**src/rtl/yuv411_pkg.sv**
```systemverilog
package yuv411_pkg;
  // Default geometry of the packer
  localparam int unsigned DEF_LUMA_W  = 8;
  localparam int unsigned DEF_CHROMA_W = 8;
  localparam int unsigned DEF_LANE_BITS = 2;
  localparam int unsigned DEF_PHASES = DEF_CHROMA_W / DEF_LANE_BITS;
endpackage

```
**src/rtl/yuv411_chroma_hold.sv**
```systemverilog
module yuv411_chroma_hold #(
  parameter int unsigned CW = 8
) (
  input  logic          clk,
  input  logic          rst,
  input  logic          load,
  input  logic [CW-1:0] u_in,
  input  logic [CW-1:0] v_in,
  output logic [CW-1:0] u_q,
  output logic [CW-1:0] v_q
);
  always_ff @(posedge clk) begin
    if (rst) begin
      u_q <= '0;
      v_q <= '0;
    end else if (load) begin
      u_q <= u_in;
      v_q <= v_in;
    end
  end
endmodule

```
**src/rtl/yuv411_phase_seq.sv**
```systemverilog
module yuv411_phase_seq #(
  parameter int unsigned PHASES = 4,
  localparam int unsigned PW = (PHASES > 1) ? $clog2(PHASES) : 1
) (
  input  logic          clk,
  input  logic          rst,
  input  logic          adv,
  input  logic          restart,
  output logic [PW-1:0] cur_idx,
  output logic          load
);
  localparam logic [PW-1:0] LAST = PW'(PHASES - 1);

  logic [PW-1:0] cnt_q;

  // Index used by the pixel on this clock; a start forces slot zero
  always_comb begin
    cur_idx = restart ? '0 : cnt_q;
    load    = adv && restart;
  end

  always_ff @(posedge clk) begin
    if (rst) begin
      cnt_q <= '0;
    end else if (adv) begin
      cnt_q <= (cur_idx == LAST) ? '0 : cur_idx + 1'b1;
    end
  end
endmodule

```
**src/rtl/yuv411_nibble_mux.sv**
```systemverilog
module yuv411_nibble_mux #(
  parameter int unsigned CW  = 8,
  parameter int unsigned BPL = 2,
  localparam int unsigned PHASES = CW / BPL,
  localparam int unsigned PW = (PHASES > 1) ? $clog2(PHASES) : 1
) (
  input  logic [CW-1:0]      u_src,
  input  logic [CW-1:0]      v_src,
  input  logic [PW-1:0]      idx,
  output logic [2*BPL-1:0]   nib
);
  logic [BPL-1:0] u_sl [PHASES];
  logic [BPL-1:0] v_sl [PHASES];

  // Slot k takes the k-th bit pair counted from the MSB end
  for (genvar k = 0; k < PHASES; k++) begin : g_slice
    assign u_sl[k] = u_src[CW-1-k*BPL -: BPL];
    assign v_sl[k] = v_src[CW-1-k*BPL -: BPL];
  end

  always_comb begin
    nib = {u_sl[idx], v_sl[idx]};
  end
endmodule

```
**src/rtl/yuv411_chroma_packer.sv**
```systemverilog
module yuv411_chroma_packer #(
  parameter int unsigned YW  = yuv411_pkg::DEF_LUMA_W,
  parameter int unsigned CW  = yuv411_pkg::DEF_CHROMA_W,
  parameter int unsigned BPL = yuv411_pkg::DEF_LANE_BITS,
  localparam int unsigned PHASES = CW / BPL,
  localparam int unsigned PW = (PHASES > 1) ? $clog2(PHASES) : 1,
  localparam int unsigned NW = 2 * BPL
) (
  input  logic          clk,
  input  logic          rst,
  input  logic          pix_vld,
  input  logic          grp_start,
  input  logic [YW-1:0] y_in,
  input  logic [CW-1:0] u_in,
  input  logic [CW-1:0] v_in,
  output logic [YW-1:0] y_out,
  output logic [NW-1:0] c_out,
  output logic [PW-1:0] phase_out
);
  logic [PW-1:0] cur_idx;
  logic          load;
  logic [CW-1:0] u_q, v_q;
  logic [CW-1:0] u_src, v_src;
  logic [NW-1:0] nib;
  logic          start_now;

  assign start_now = pix_vld && grp_start;

  yuv411_phase_seq #(.PHASES(PHASES)) seq_i (
    .clk(clk), .rst(rst), .adv(pix_vld), .restart(grp_start),
    .cur_idx(cur_idx), .load(load)
  );

  yuv411_chroma_hold #(.CW(CW)) hold_i (
    .clk(clk), .rst(rst), .load(load),
    .u_in(u_in), .v_in(v_in), .u_q(u_q), .v_q(v_q)
  );

  // The start pixel sends from its own inputs; later slots from the hold
  always_comb begin
    u_src = start_now ? u_in : u_q;
    v_src = start_now ? v_in : v_q;
  end

  yuv411_nibble_mux #(.CW(CW), .BPL(BPL)) mux_i (
    .u_src(u_src), .v_src(v_src), .idx(cur_idx), .nib(nib)
  );

  // One output register stage for luma, chroma and phase alike
  always_ff @(posedge clk) begin
    if (rst) begin
      y_out     <= '0;
      c_out     <= '0;
      phase_out <= '0;
    end else if (pix_vld) begin
      y_out     <= y_in;
      c_out     <= nib;
      phase_out <= cur_idx;
    end
  end
endmodule

```
**config.mk**
```make
export PLATFORM = sky130hd
export DESIGN_NAME = yuv411_chroma_packer
export DESIGN_NICKNAME = d
export VERILOG_FILES = /design/src/rtl/yuv411_pkg.sv /design/src/rtl/yuv411_chroma_hold.sv /design/src/rtl/yuv411_phase_seq.sv /design/src/rtl/yuv411_nibble_mux.sv /design/src/rtl/yuv411_chroma_packer.sv
export SDC_FILE = /design/constraint.sdc
export NUM_CORES = 1
export LEC_CHECK = 0
export BUFFER_PORTS_ARGS = -buffer_cell sky130_fd_sc_hd__buf_4
export CAP_MARGIN = 0
export CORE_MARGIN = 1.5
export CORE_UTILIZATION = 49
export DETAILED_ROUTE_END_ITERATION = 8
export PLACE_DENSITY = 0.75
export SETUP_SLACK_MARGIN = 0.3
export SLEW_MARGIN = 10
export SYNTH_ARGS = -nofsm -noshare
export SYNTH_HDL_FRONTEND = slang
export SYNTH_SLANG_ARGS = --single-unit
```
**constraint.sdc**
```tcl
create_clock -name clk -period 1.3 [get_ports clk]
set_input_delay 0.065 -clock clk [delete_from_list [all_inputs] [get_ports clk]]
set_output_delay 0.065 -clock clk [all_outputs]
set_load 0.03 [all_outputs]
```
# == Word-level counts from Yosys, hierarchy flattened ==
# Index checks and enable logic that the tools add are counted.
# op_classes
addsub,1
n_lt_le_gt_ge,1
n_eq_ne,1
mux,10
n_bitwise,1
reduce_logical,1
# ops
op,n
$mux W8,2
$mux W2,6
$bmux W2 S2,2
$ge A3 B3 Y1 const B,1
$not A2 Y3,1
$add A2 B1 Y2 const B,1
$eq A2 B2 Y1 const B,1
$logic_and A1 B1 Y1,1
# totals
regBits,32
input_bits,28
output_inout_bits,14

# == Longest topological paths before layout ==
# logic_depth
ltp_word,5
ltp_mapped,6

# == Cells and area by module ==
# A second synthesis with hierarchy kept.
# hier_totals
cells_unflattened,130
hier_area_um2,1530.2
# modules_own_cells
module,instances,cells_each,area_per_inst_um2,seq_area_each_um2
yuv411_chroma_packer,1,63,735.7,280.3
yuv411_chroma_hold,1,52,580.6,320.3
yuv411_phase_seq,1,11,108.9,40.0
yuv411_nibble_mux,1,4,105.1,0.0

# == Worst setup path before layout ==
# No wires, ideal clock.
# synth_path
kind,reg-to-reg
from,reg seq_i.cnt_q[0]
to,reg c_out[2]
setup_time_ns,0.137
t_arrival_ns,0.920
slack_ns,0.244
stages_incl_launch_ff,5
cell_sequence,dfxtp_1 > buf_6 > mux2_4 > nand2_2 > a311oi_2
# synth_between
elab_chain_cells,5
# synth_rtl
element,line,text
from (decl),yuv411_phase_seq.sv:14,logic [PW-1:0] cnt_q;
from (signal assigned),yuv411_phase_seq.sv:26,cnt_q <= (cur_idx == LAST) ? '0 : cur_idx + 1'b1;
$mux W2,yuv411_phase_seq.sv:18,cur_idx = restart ? '0 : cnt_q;
$not A2 Y3 (implied by the code),yuv411_nibble_mux.sv:22,"nib = {u_sl[idx], v_sl[idx]};"
$bmux W2 S2,yuv411_nibble_mux.sv:22,
$mux W2 (implied by the code) (2 in series),yuv411_nibble_mux.sv:22,
to (signal assigned),yuv411_chroma_packer.sv:57,c_out <= nib;
to (decl),yuv411_chroma_packer.sv:17,"output logic [NW-1:0] c_out,"
# No other way between the ends. The select of a mux whose other input is x is not followed.
# A chain may end at the register's enable or synchronous reset.

# == Final worst setup path ==
# layout_path
from,reg seq_i.cnt_q[0]
to,reg c_out[0]
# The elaborated chain is that of the path after synthesis.

==> metrics.txt <==
H-tree lvl count 2; io pins 42; maximum number of pins on one net before global-route repair 33; Ys Warns 0; Peak supply drop 1.145 mV; diode count 0; Vias/cell 5.145; Worst-path clk slew 0.11 ns; core region area 2545 sq um; top cell type's share of synthesized area 47.72%; Yosys top cell by area dfxtp_1; Power Dens Cells 1114 nW/um^2; Yosys cell types 27; placed cell count 214; DRT iter0 DRCs 27; Port Buf Inserts 41; grt total ovfl 0; simple logic cell fraction of the synthesized area 20.41%; Synth Area in Adders 0%; crit path capture type register; commonest non-fill, non-tap cells in the layout 46 x buf_4, 33 x nand2_1, 30 x dfxtp_1; Leak 0.0008801 uW; vias in the first global route 1,259; Worst Hold Class input pin to register; area grow syn2layout 47.81%; CTS tree built; Sink Count 32; layout net count 245; Critical Path AT 1.31 ns; kind of critical path register to register; sequential area share after synthesis 47.72%; leading cell type in the layout, fill and taps excluded buf_4; # rows 18; post-synthesis xor/xnor area fraction 0%; detailed-route wire length per cell 13.39 microns; GRT Util Overall 23.37%; Slew @ Worst Pin 0.3344 ns; number of routed nets with antenna violations 0; Pre-antenna DRT Iters 4; mux cell area share after synthesis 13.05%; Die Ht 55.35 microns; Clock Latency Late Sink 0.33 ns; worst-path fanout max 9; cells after synthesis 151; starting density of the core 52.75%; drc violations 0; Syn Area/Cell 8.891 sq um; die width 55.35 microns; Synth Area in Compound Gates 13.42%; RSZ-0062 raised after global routing yes; Hold WS 0.1066 ns; Placer Congestion 0.7825; Synth area leaders dfxtp_1 48%, mux2i_1 12%, nand2_1 9.2%; Post-Syn Nets 179; drt total wl 3.320 mm; crit path launch type register; clk_skew 0.01292 ns; CP required 1.54 ns; share of post-route cells with drive strength above 1 28.90%; post-route minimum period 1.071 ns; mapped cell area 1343 sq um; initial antenna violation count 0; CTS Buf Count 5; Fillers 181; #FFs+latches synth 32; max_slew headroom 77.71%; clock tree buffer depth 2; main combinational cell family by area after synthesis simple AND/OR/NAND/NOR gates; Final Hold Vio Count 0; first-pass GRT wire length 5.616 mm; final cell count without fillers 248; Root Driver clkbuf_4; Util after Layout 77.97%; Setup-failing EPs final 0; max-slew violation count 0; Max Fclk 0.9335 GHz; outcome complete, no violations; period utilization 82.41%; MaxCap Viol Count 0; Post-Route Setup TNS 0 ns; Vias 1,276; die area 3063 sq um; post-DP HPWL 1.927 mm
## cell families after synthesis
| group | after synthesis |
|---|---|
| flip-flops | 32 |
| buffers and inverters | 11 |
| AO/OA/AOI/OAI | 29 |
| AND/OR/NAND/NOR | 62 |
| multiplexers | 17 |
## state kept, by name, indices dropped and copies added (netlist names)
name and cells:
c_out 4, hold_i.v_q 8, seq_i.cnt_q 2, hold_i.u_q 8, phase_out 2, y_out 8
## cell usage after synthesis (all sizes together)
master,count
nor2,16
nand3,2
a211oi,1
clkbuf,3
a21oi,21
nand2,35
o211a,1
mux2i,16
and2,1
a22o,1
nor2b,4
nor3,1
o311ai,1
nand2b,3
o21a,1
o21ai,1
a311oi,1
mux2,1
o31ai,1
buf,8
dfxtp,32
## stage by stage
stage / power (uW) / instance area (sq um) / worst slack (ns)
final: 2210 / 1984 / 0.2287
after global routing: 2306 / 1984 / 0.1668
after CTS: 2219 / 1983 / 0.2401
after detailed placement: 1413 / 1639 / 0.1058
after global placement: 1404 / 1639 / 0.1901
after floorplan: 1290 / 1344 / 0.2834
## power by group
part	switching (uW)	internal, uW
logic	188	209
registers	37.1	1030
clock network	342	403
## what timing repair did
item / CTS / global route
endpoints found under the hold margin: 24 / 0
hold buffers: 24 / 0
pin swaps: 1 / 0
buffers inserted: 2 / 0
endpoints found under the setup margin: 7 / 6
gates cloned: 0 / 0
gates resized for setup: 3 / 1
## final timing paths
path                            cells after the start                  endpoint  slack (ns)                        start
worst max-delay path                                3     c_out[0]$_SDFFE_PP0P_        0.23  seq_i.cnt_q[0]$_SDFFE_PP0P_
worst min-delay path                                2     y_out[5]$_SDFFE_PP0P_        0.11                          rst
worst max register to register                      3     c_out[0]$_SDFFE_PP0P_        0.23  seq_i.cnt_q[0]$_SDFFE_PP0P_
worst min register to register                      2  hold_i.v_q[7]$_SDFF_PP0_        0.46     hold_i.v_q[7]$_SDFF_PP0_
## critical path, stage by stage (launching register included)
cell	delay, ns
dfxtp_4	0.45
mux2i_1	0.23
o311ai_1	0.10
o21a_1	0.20
## final cells by class
class	instances	area [sq um]	area share, %
Sequential cell	32	645.6	32.53
Timing Repair Buffer	70	585.6	29.51
Tap cell	30	37.54	1.892
Multi-Input combinational cell	108	639.4	32.22
Clock inverter	2	35.03	1.765
Clock buffer	6	41.29	2.081
## routing by layer
metal  vias up  global-route usage [%]  wire, microns
li1        640                       -              -
met1       590                   28.28           1416
met2        37                   37.76           1677
met3         9                   6.323            156
met4         0                   12.20             70
met5         -                       0              0
No activity file was read; power rests on OpenSTA's default activity.
